File: config.mk
export PLATFORM = sky130hd
export DESIGN_NAME = irq_rst_ctl
export DESIGN_NICKNAME = d
export VERILOG_FILES = /design/src/rtl/irq_rst_pkg.sv /design/src/rtl/irq_mask_bank.sv /design/src/rtl/mon_pulse_timer.sv /design/src/rtl/sw_reset_gen.sv /design/src/rtl/irq_rst_ctl.sv
export SDC_FILE = /design/constraint.sdc
export NUM_CORES = 1
export LEC_CHECK = 0
export ABC_CLOCK_PERIOD_IN_PS = 2100
export BUFFER_PORTS_ARGS = -buffer_cell sky130_fd_sc_hd__clkbuf_2
export CAP_MARGIN = 30
export CORE_ASPECT_RATIO = 1.1
export CORE_MARGIN = 3
export CORE_UTILIZATION = 49
export CTS_CLUSTER_SIZE = 14
export DETAILED_ROUTE_END_ITERATION = 10
export GPL_TIMING_DRIVEN = 1
export PLACE_DENSITY = 0.76
export SYNTH_ARGS = -nofsm -noshare
export SYNTH_HDL_FRONTEND = slang
export SYNTH_SLANG_ARGS = --single-unit
File: constraint.sdc
create_clock -name clk -period 2.1 [get_ports clk]
set_input_delay 0 -clock clk [delete_from_list [all_inputs] [get_ports clk]]
set_output_delay 0 -clock clk [all_outputs]
set_load 0.005 [all_outputs]
File: src/rtl/irq_rst_pkg.sv
package irq_rst_pkg;

   // Decoded bus actions for one cycle
   typedef struct packed {
      logic wr_mask;    // store write data into the mask
      logic code_hit;   // software reset code written
      logic mon_start;  // (re)start the monitor pulse
   } bus_act_t;

   function automatic int unsigned cnt_width(input int unsigned max_val);
      return (max_val < 2) ? 1 : $clog2(max_val + 1);
   endfunction

endpackage

File: src/rtl/irq_mask_bank.sv
module irq_mask_bank #(
   parameter int              DATA_W    = 16,
   parameter logic [DATA_W-1:0] RESET_VAL = '1,
   parameter logic [DATA_W-1:0] IMPL     = '1
) (
   input  logic              clk,
   input  logic              rst_n,
   input  logic              clr,
   input  logic              we,
   input  logic [DATA_W-1:0] wdata,
   input  logic [DATA_W-1:0] src,
   output logic [DATA_W-1:0] mask_q,
   output logic              irq
);

   logic [DATA_W-1:0] pass;

   always_ff @(posedge clk or negedge rst_n) begin
      if (!rst_n)      mask_q <= RESET_VAL;
      else if (clr)    mask_q <= RESET_VAL;
      else if (we)     mask_q <= wdata;
   end

   for (genvar i = 0; i < DATA_W; i++) begin : g_src
      if (IMPL[i]) begin : g_live
         assign pass[i] = src[i] & ~mask_q[i];
      end else begin : g_resv
         assign pass[i] = 1'b0;
      end
   end

   assign irq = |pass;

endmodule

File: src/rtl/mon_pulse_timer.sv
module mon_pulse_timer
   import irq_rst_pkg::*;
#(
   parameter int unsigned CYCLES = 25_000_000
) (
   input  logic clk,
   input  logic rst_n,
   input  logic clr,
   input  logic start,
   output logic active
);

   localparam int unsigned CW = cnt_width(CYCLES);
   localparam logic [CW-1:0] LOAD = CW'(CYCLES - 1);

   logic [CW-1:0] cnt;

   if (CYCLES < 1) begin : g_bad_len
      $error("mon_pulse_timer: CYCLES must be at least 1");
   end

   always_ff @(posedge clk or negedge rst_n) begin
      if (!rst_n) begin
         active <= 1'b0;
         cnt    <= '0;
      end else if (clr) begin
         active <= 1'b0;
         cnt    <= '0;
      end else if (start) begin
         active <= 1'b1;
         cnt    <= LOAD;
      end else if (active) begin
         if (cnt == '0) active <= 1'b0;
         else           cnt    <= cnt - 1'b1;
      end
   end

endmodule

File: src/rtl/sw_reset_gen.sv
module sw_reset_gen
   import irq_rst_pkg::*;
#(
   parameter int unsigned LEN = 4
) (
   input  logic clk,
   input  logic rst_n,
   input  logic fire,
   output logic req
);

   localparam int unsigned CW = cnt_width(LEN);

   logic [CW-1:0] cnt;

   if (LEN < 1) begin : g_bad_len
      $error("sw_reset_gen: LEN must be at least 1");
   end

   always_ff @(posedge clk or negedge rst_n) begin
      if (!rst_n)                    cnt <= '0;
      else if (fire && cnt == '0)    cnt <= CW'(LEN);
      else if (cnt != '0)            cnt <= cnt - 1'b1;
   end

   assign req = (cnt != '0);

endmodule

File: src/rtl/irq_rst_ctl.sv
module irq_rst_ctl
   import irq_rst_pkg::*;
#(
   parameter int unsigned ADDR_W     = 4,
   parameter int unsigned DATA_W     = 16,
   parameter int unsigned MASK_ADDR  = 0,
   parameter int unsigned CTL_ADDR   = 1,
   parameter logic [DATA_W-1:0] MASK_RESET = 16'hFFFF,
   parameter logic [DATA_W-1:0] IMPL_SRC   = 16'h8FC3,
   parameter int unsigned MON_BIT    = 7,
   parameter int unsigned CODE_LSB   = 0,
   parameter int unsigned CODE_W     = 3,
   parameter logic [CODE_W-1:0] SW_CODE = 3'b101,
   parameter int unsigned CLK_HZ     = 50_000_000,
   parameter int unsigned MON_MS     = 500,
   parameter int unsigned MON_CYCLES = (CLK_HZ / 1000) * MON_MS,
   parameter int unsigned SW_LEN     = 4
) (
   input  logic              clk,
   input  logic              rst_n,
   input  logic [ADDR_W-1:0] bus_addr,
   input  logic              bus_we,
   input  logic [DATA_W-1:0] bus_wdata,
   output logic [DATA_W-1:0] bus_rdata,
   input  logic [DATA_W-1:0] src_irq,
   output logic              irq_o,
   output logic              mon_rst_o,
   output logic              sw_rst_o
);

   localparam logic [ADDR_W-1:0] A_MASK = ADDR_W'(MASK_ADDR);
   localparam logic [ADDR_W-1:0] A_CTL  = ADDR_W'(CTL_ADDR);
   localparam int unsigned CODE_MSB = CODE_LSB + CODE_W - 1;

   // elaboration-time parameter checks
   if (MASK_ADDR == CTL_ADDR) begin : g_chk_addr
      $error("irq_rst_ctl: register addresses collide");
   end
   if (MASK_ADDR >= (1 << ADDR_W) || CTL_ADDR >= (1 << ADDR_W)) begin : g_chk_aw
      $error("irq_rst_ctl: address does not fit ADDR_W");
   end
   if (MON_BIT >= DATA_W || CODE_MSB >= DATA_W) begin : g_chk_fld
      $error("irq_rst_ctl: control field outside data width");
   end
   if (MON_BIT >= CODE_LSB && MON_BIT <= CODE_MSB) begin : g_chk_ovl
      $error("irq_rst_ctl: monitor bit overlaps reset code field");
   end

   bus_act_t        act;
   logic            we_ok;
   logic            wr_ctl;
   logic [DATA_W-1:0] mask_q;

   // writes are dropped while the software reset is in force
   assign we_ok  = bus_we & ~sw_rst_o;
   assign wr_ctl = we_ok & (bus_addr == A_CTL);

   always_comb begin
      act.wr_mask   = we_ok & (bus_addr == A_MASK);
      act.code_hit  = wr_ctl & (bus_wdata[CODE_MSB:CODE_LSB] == SW_CODE);
      act.mon_start = wr_ctl & bus_wdata[MON_BIT] & ~act.code_hit;
   end

   irq_mask_bank #(
      .DATA_W    (DATA_W),
      .RESET_VAL (MASK_RESET),
      .IMPL      (IMPL_SRC)
   ) u_mask (
      .clk    (clk),
      .rst_n  (rst_n),
      .clr    (sw_rst_o),
      .we     (act.wr_mask),
      .wdata  (bus_wdata),
      .src    (src_irq),
      .mask_q (mask_q),
      .irq    (irq_o)
   );

   mon_pulse_timer #(
      .CYCLES (MON_CYCLES)
   ) u_mon (
      .clk    (clk),
      .rst_n  (rst_n),
      .clr    (sw_rst_o),
      .start  (act.mon_start),
      .active (mon_rst_o)
   );

   sw_reset_gen #(
      .LEN (SW_LEN)
   ) u_swr (
      .clk   (clk),
      .rst_n (rst_n),
      .fire  (act.code_hit),
      .req   (sw_rst_o)
   );

   // control register is write-only: only the mask reads back
   always_comb begin
      bus_rdata = '0;
      if (bus_addr == A_MASK) bus_rdata = mask_q;
   end

endmodule

==> flow_metrics.py, run 1 <==
metrics = {
    "grt": {
        "grt_pass1_vias": 2536,
        "grt_max_degree": 38,
        "gr-total-overflow": 0,
        "grt_first_pass_wirelength_um": 11920,
        "antenna_found_initial": 0,
        "track_usage": 0.2521,
    },
    "pwr": {
        "p_leak_nw": 1.899,
        "peakVddDrop_v": 0.0006686,
        "p_per_area_nw_per_um2": 601.3,
        "total_power_mw": 2.138,
    },
    "floorplan": {
        "ios": 58,
        "die_area_um2": 6212,
        "core_um2": 5067,
        "die_x_um": 75.42,
        "rows": 27,
        "initial_core_util": 0.5126,
        "die_y_um": 82.36,
    },
    "synthesis": {
        "syn_nets": 332,
        "synthArstFlopShare": 1.000,
        "synthTopCellsByArea": "dfrtp_1, dfstp_2, nand2_1, nand3_1, and2_1",
        "synth_edf_count": 0,
        "ys_ff_latch": 45,
        "yosysSeqAreaShare": 0.4412,
        "synth.top_cell.area_share": 0.2794,
        "ys.flop_type": "dfrtp_1",
        "synth_top_area_cell": "dfrtp_1",
        "yosys_warnings": 0,
        "synth_cell_type_count": 49,
        "synth.avg_cell_area_um2": 8.988,
        "synth_cells": 289,
        "syn_area_um2": 2597,
    },
    "clock_network": {
        "numCtsBuffers": 5,
        "clk_path_buf_depth": 2,
        "cts_tree": "yes",
        "clock_sinks": 45,
        "clk_pin_slew_ns": 0.10,
        "cts_max_level": 2,
        "cts-root-buf": "clkbuf_8",
        "clk_latency_ns": 0.31,
    },
    "sta": {
        "post-route-period-util": 0.9931,
        "fin_worst_skew_ns": 0.01306,
        "setup_viol": 0,
        "hold_ws_ns": 0.08607,
        "worst_pin_slew_ns": 0.9217,
        "final.min_clock_period_ns": 2.085,
        "rsz0062_at_grt": "yes",
        "maxSlewViolCount": 0,
        "max_freq_ghz": 0.4795,
        "finalHoldViolations": 0,
        "max_slew_margin": 0.3856,
    },
    "status": {
        "status": "finished, final reports clean",
    },
    "route": {
        "via_count": 2721,
        "detail_route.iter0.violations": 186,
        "wl_met2_um": 3708,
        "totalWireLength_um": 7653,
        "routed_via_density": 6.047,
        "wire_per_inst_um": 17.01,
        "drc": 0,
        "antenna_left": 0,
        "first_pass_iters": 5,
        "wl_met3_um": 500,
        "met1_length_um": 3179,
        "top_layer": "met4",
    },
    "critical_path": {
        "arrival_ns": 2.35,
        "path_class": "flop to flop",
        "cp-start-kind": "flop",
        "worstPathRequired_ns": 2.36,
        "crit_path_end_kind": "flop",
        "critPathMaxFanout": 8,
    },
    "final_layout": {
        "final_common_cell": "clkbuf_2",
        "final_cell_mix": "clkbuf_2, buf_4, nand2_1",
        "final_nets": 434,
        "final_cells": 450,
        "postLayoutCellArea_um2": 3556,
        "diodes": 0,
        "fillCellCount": 376,
        "area_growth_pct": 36.90,
        "drive_gt1_frac": 0.3724,
        "utilization": 0.7017,
    },
    "placed_design": {
        "dp_cells": 416,
        "dpl_cell_area_um2": 3109,
        "port_buffers": 50,
        "hpwlAfterDp_um": 4927,
        "gp_congestion": 0.8882,
    },
    "hold_path": {
        "worstHoldPathType": "primary input to flop",
    },
    "job": {
        "max_cap_viol_count": 0,
    },
}
[final timing paths]
path | start | end | slack [ns] | cells past startpoint
max in group asynchronous | rst_n | u_mask.mask_q[8] | 1.02 | 3
min in group asynchronous | rst_n | u_mon.cnt[14] | 0.35 | 2
setup reg to reg | u_mon.cnt[2] | u_mon.cnt[20] | 0.01 | 7
setup / recovery | u_mon.cnt[2] | u_mon.cnt[20] | 0.01 | 7
hold / removal | bus_addr[2] | u_mon.cnt[0] | 0.09 | 4
hold reg to reg | u_mask.mask_q[14] | u_mask.mask_q[14] | 0.49 | 2
[stage by stage]
step	setup slack [ns]	TNS [ns]
after floorplan	0.1158	0
after global placement	0.06357	0
after detailed placement	0.03571	0
after CTS	0.01094	0
after global routing	-0.1072	-0.8161
final	0.01451	0
[worst max-delay path: stages (launching register included)]
cell      delay (ns)
dfrtp_2         0.45
nor4_4          0.39
buf_4           0.21
nand4_1         0.13
buf_6           0.16
or3_1           0.35
o221ai_1        0.22
a21o_1          0.11
[per-layer routing]
layer | GRT usage | vias to the layer above
li1 | - | 1263
met1 | 0.3295 | 1292
met2 | 0.4085 | 133
met3 | 0.04600 | 33
met4 | 0.1049 | 0
met5 | 0 | -
[what timing repair did]
action,4_1_cts,5_1_grt
setup buffers,0,8
pin swaps,0,5
cloned,0,1
gates resized for setup,1,29
endpoints found under the setup margin,1,16
hold buffers,17,0
hold endpoints to repair,45,0
[final cells by class]
class,instances,area [um2],share of cell area
clock inverter,3,26.28,0.007389
multi-input combinational,212,1415,0.3980
timing repair buffer,111,765.7,0.2153
sequential,45,1147,0.3227
inverter,16,60.06,0.01689
clock buffer,5,68.82,0.01935
tap,58,72.57,0.02041
[report_power, final]
part	leakage (nW)	total (mW)	switching [mW]	internal (mW)
sequential	0.565	0.933	0.0198	0.913
combinational	1.28	0.617	0.359	0.259
clock	0.0495	0.588	0.341	0.248
total	1.90	2.14	0.719	1.42
[state kept, by name (all words and copies together) (netlist names)]
| signal | count |
|---|---|
| u_swr.cnt | 3 |
| u_mask.mask_q | 16 |
| u_mon.cnt | 25 |
| u_mon.active | 1 |
[Yosys cell counts, drive strengths merged, types with 3 or more instances]
master,count
or4,6
dfstp,16
buf,6
nor2,13
inv,16
o2bb2ai,4
a211o,8
o311ai,4
ha,4
a21oi,8
dfrtp,29
nand2,38
o31ai,5
nor4,7
clkbuf,10
nand3,19
nand4,4
nor3,15
a21o,7
o211ai,10
and2,14
o21ai,9
nor3b,3
o41ai,3
or3,11
[cells by family (layout without fill, tap and decap cells)]
logic type | count (synthesis) | after routing | synth area share
adders and majority gates | 4 | 4 | 0.01927
AOI/OAI and AO/OA | 65 | 65 | 0.1826
buffers and inverters | 32 | 135 | 0.05154
muxes | 1 | 1 | 0.003854
and+or+nand+nor | 139 | 139 | 0.2914
xor gates and xnor gates | 3 | 3 | 0.01012
DFF | 45 | 45 | 0.4412
No activity file was read; power rests on OpenSTA's default activity.
==> run 2: changes to the inputs <==
--- a/config.mk
+++ b/config.mk
@@ -5,16 +5,16 @@
 export SDC_FILE = /design/constraint.sdc
 export NUM_CORES = 1
 export LEC_CHECK = 0
-export ABC_CLOCK_PERIOD_IN_PS = 2100
+export ABC_CLOCK_PERIOD_IN_PS = 2000
 export BUFFER_PORTS_ARGS = -buffer_cell sky130_fd_sc_hd__clkbuf_2
 export CAP_MARGIN = 30
 export CORE_ASPECT_RATIO = 1.1
 export CORE_MARGIN = 3
-export CORE_UTILIZATION = 49
+export CORE_UTILIZATION = 54
 export CTS_CLUSTER_SIZE = 14
 export DETAILED_ROUTE_END_ITERATION = 10
 export GPL_TIMING_DRIVEN = 1
-export PLACE_DENSITY = 0.76
+export PLACE_DENSITY = 0.8
 export SYNTH_ARGS = -nofsm -noshare
 export SYNTH_HDL_FRONTEND = slang
 export SYNTH_SLANG_ARGS = --single-unit
==> constraint.sdc (replaced) <==
create_clock -name clk -period 2 [get_ports clk]
set_input_delay 0 -clock clk [delete_from_list [all_inputs] [get_ports clk]]
set_output_delay 0 -clock clk [all_outputs]
set_load 0.005 [all_outputs]
==> run 2 against run 1 <==
  * The run now ends with negative setup slack left
  * Via count up 10%
  * Sequential share of layout area fell by 1.5 points
  * First-iteration DRC count is 40% higher
  * Critical endpoint is now u_mon.cnt[8]
  * Critical path type unchanged
  * Die area decreased by 8.6%
  * Largest power group unchanged
  * Highest routed layer unchanged
==> flow_metrics.py, run 2 (same netlist as run 1, synthesis figures left out) <==
metrics = {
    "status": {
        "status": "finished, violations left",
        "violations": "negative setup slack",
    },
    "sta": {
        "post-route-period-util": 1.051,
        "rsz0062_at_grt": "yes",
        "worst_pin_slew_ns": 0.5863,
        "fin_ws_ns": -0.1030,
        "setup_tns_ns": -1.661,
        "max_freq_ghz": 0.4755,
        "maxSlewViolCount": 0,
        "fin_worst_skew_ns": 0.01106,
        "final.min_clock_period_ns": 2.103,
        "max_slew_margin": 0.6092,
        "finalHoldViolations": 0,
        "setup_viol": 24,
    },
    "placed_design": {
        "hpwlAfterDp_um": 5044,
        "gp_congestion": 0.9038,
        "preCtsSetupSlack_ns": -0.08236,
        "port_buffers": 50,
    },
    "route": {
        "first_pass_iters": 5,
        "wl_met2_um": 4833,
        "routed_via_density": 6.604,
        "wl_met3_um": 706,
        "via_count": 2998,
        "detail_route.iter0.violations": 260,
        "drc": 0,
        "wire_per_inst_um": 20.95,
        "met1_length_um": 3566,
        "top_layer": "met4",
        "antenna_left": 0,
        "totalWireLength_um": 9510,
    },
    "final_layout": {
        "top_register": "u_mon.cnt",
        "final_common_cell": "clkbuf_2",
        "area_growth_pct": 43.40,
        "final_nets": 442,
        "largest_reg_flops": 25,
        "reg_top3": "u_mon.cnt x25, u_mask.mask_q x16, u_swr.cnt x3",
        "fillCellCount": 222,
        "diodes": 0,
        "final_cell_mix": "clkbuf_2, buf_4, nand2_1",
        "drive_gt1_frac": 0.4100,
    },
    "critical_path": {
        "slowest_delay_ns": 0.41,
        "cp-start-kind": "flop",
        "crit_path_end_kind": "flop",
        "path_class": "flop to flop",
        "worst_path_dominant_cell_family": "simple AND/OR/NAND/NOR gates",
        "worstPathRequired_ns": 2.24,
        "path_cells": "or3_4 -> nand4b_1 -> buf_4 -> o21ai_4 -> buf_6 -> buf_12 -> o21ai_0 -> a21oi_1",
        "worst-path-buf-inv": 3,
        "crit_path_top_delay_cell": "dfrtp_1",
        "arrival_ns": 2.34,
        "critPathMaxFanout": 9,
    },
    "clock_network": {
        "cts-root-buf": "clkbuf_8",
        "clk_pin_slew_ns": 0.10,
        "clk_latency_ns": 0.31,
        "clock_sinks": 45,
        "clk_path_buf_depth": 2,
        "numCtsBuffers": 5,
        "cts_max_level": 2,
        "cts_tree": "yes",
    },
    "pwr": {
        "p_leak_nw": 1.955,
        "peakVddDrop_v": 0.0007228,
        "p_per_area_nw_per_um2": 632.1,
    },
    "floorplan": {
        "rows": 25,
        "core_um2": 4473,
        "ios": 58,
        "die_x_um": 72.13,
        "die_y_um": 78.74,
        "die_area_um2": 5679,
        "initial_core_util": 0.5807,
    },
    "grt": {
        "antenna_found_initial": 0,
        "grt_pass1_vias": 2927,
        "gr-total-overflow": 0,
        "grt_max_degree": 46,
        "track_usage": 0.3175,
        "grt_first_pass_wirelength_um": 14150,
    },
    "hold_path": {
        "worstHoldPathType": "primary input to flop",
    },
    "job": {
        "max_cap_viol_count": 0,
    },
}
[run 2: layout make-up]
type | count | area, um2 | share of cell area
tap | 54 | 67.56 | 0.01814
sequential | 45 | 1146 | 0.3077
timing repair buffer | 119 | 864.6 | 0.2321
multi-input combinational | 212 | 1493 | 0.4007
clock inverter | 3 | 25.02 | 0.006718
clock buffer | 5 | 68.82 | 0.01847
inverter | 16 | 60.06 | 0.01612
[run 2: final timing paths]
kind                                   from               end  slack, ns  depth (start not counted)
hold / removal                  bus_addr[2]      u_mon.cnt[0]       0.16                          4
hold reg to reg            u_mask.mask_q[3]  u_mask.mask_q[3]       0.51                          2
max in group asynchronous             rst_n     u_mon.cnt[21]       1.30                          3
min in group asynchronous             rst_n     u_mon.cnt[12]       0.31                          3
setup / recovery              u_mon.cnt[18]      u_mon.cnt[8]      -0.10                          8
setup reg to reg              u_mon.cnt[18]      u_mon.cnt[8]      -0.10                          8
[run 2: tightest hold or removal path, delay by kind of cell]
family,cells,cell delay [ns]
simple gates,2,0.24
buf+inv,1,0.11
compound gates,1,0.08
[run 2: metal layers]
metal,global-route usage,up-vias
met5,0,-
met4,0.1165,0
met3,0.06582,46
met1,0.3799,1470
met2,0.5556,205
li1,-,1277
[run 2: repair_timing]
action                                  in CTS  in global routing
hold endpoints to repair                    45                  0
resized for setup                           13                 36
hold buffers                                17                  0
pin swaps                                    2                 25
setup buffers                                6                  2
cloned                                       0                  0
endpoints found under the setup margin      22                 25
[run 2: per-stage QoR]
stage | util | total power, mW | instances | cell area [um2] | hold WS [ns]
global route | 0.8327 | 2.443 | 454 | 3725 | 0.1885
CTS | 0.7924 | 2.226 | 452 | 3545 | 0.09965
finish | 0.8327 | 2.355 | 454 | 3725 | 0.1597
detailed placement | 0.7119 | 1.573 | 421 | 3184 | 0.1174
global placement | 0.7119 | 1.559 | 421 | 3184 | 0.1214
floorplan | - | 1.323 | 289 | 2597 | -0.2956
[run 2: report_power, final]
group / internal (mW) / switching [mW]
clock: 0.255 / 0.361
sequential: 0.959 / 0.0267
combinational: 0.331 / 0.423
total: 1.54 / 0.810
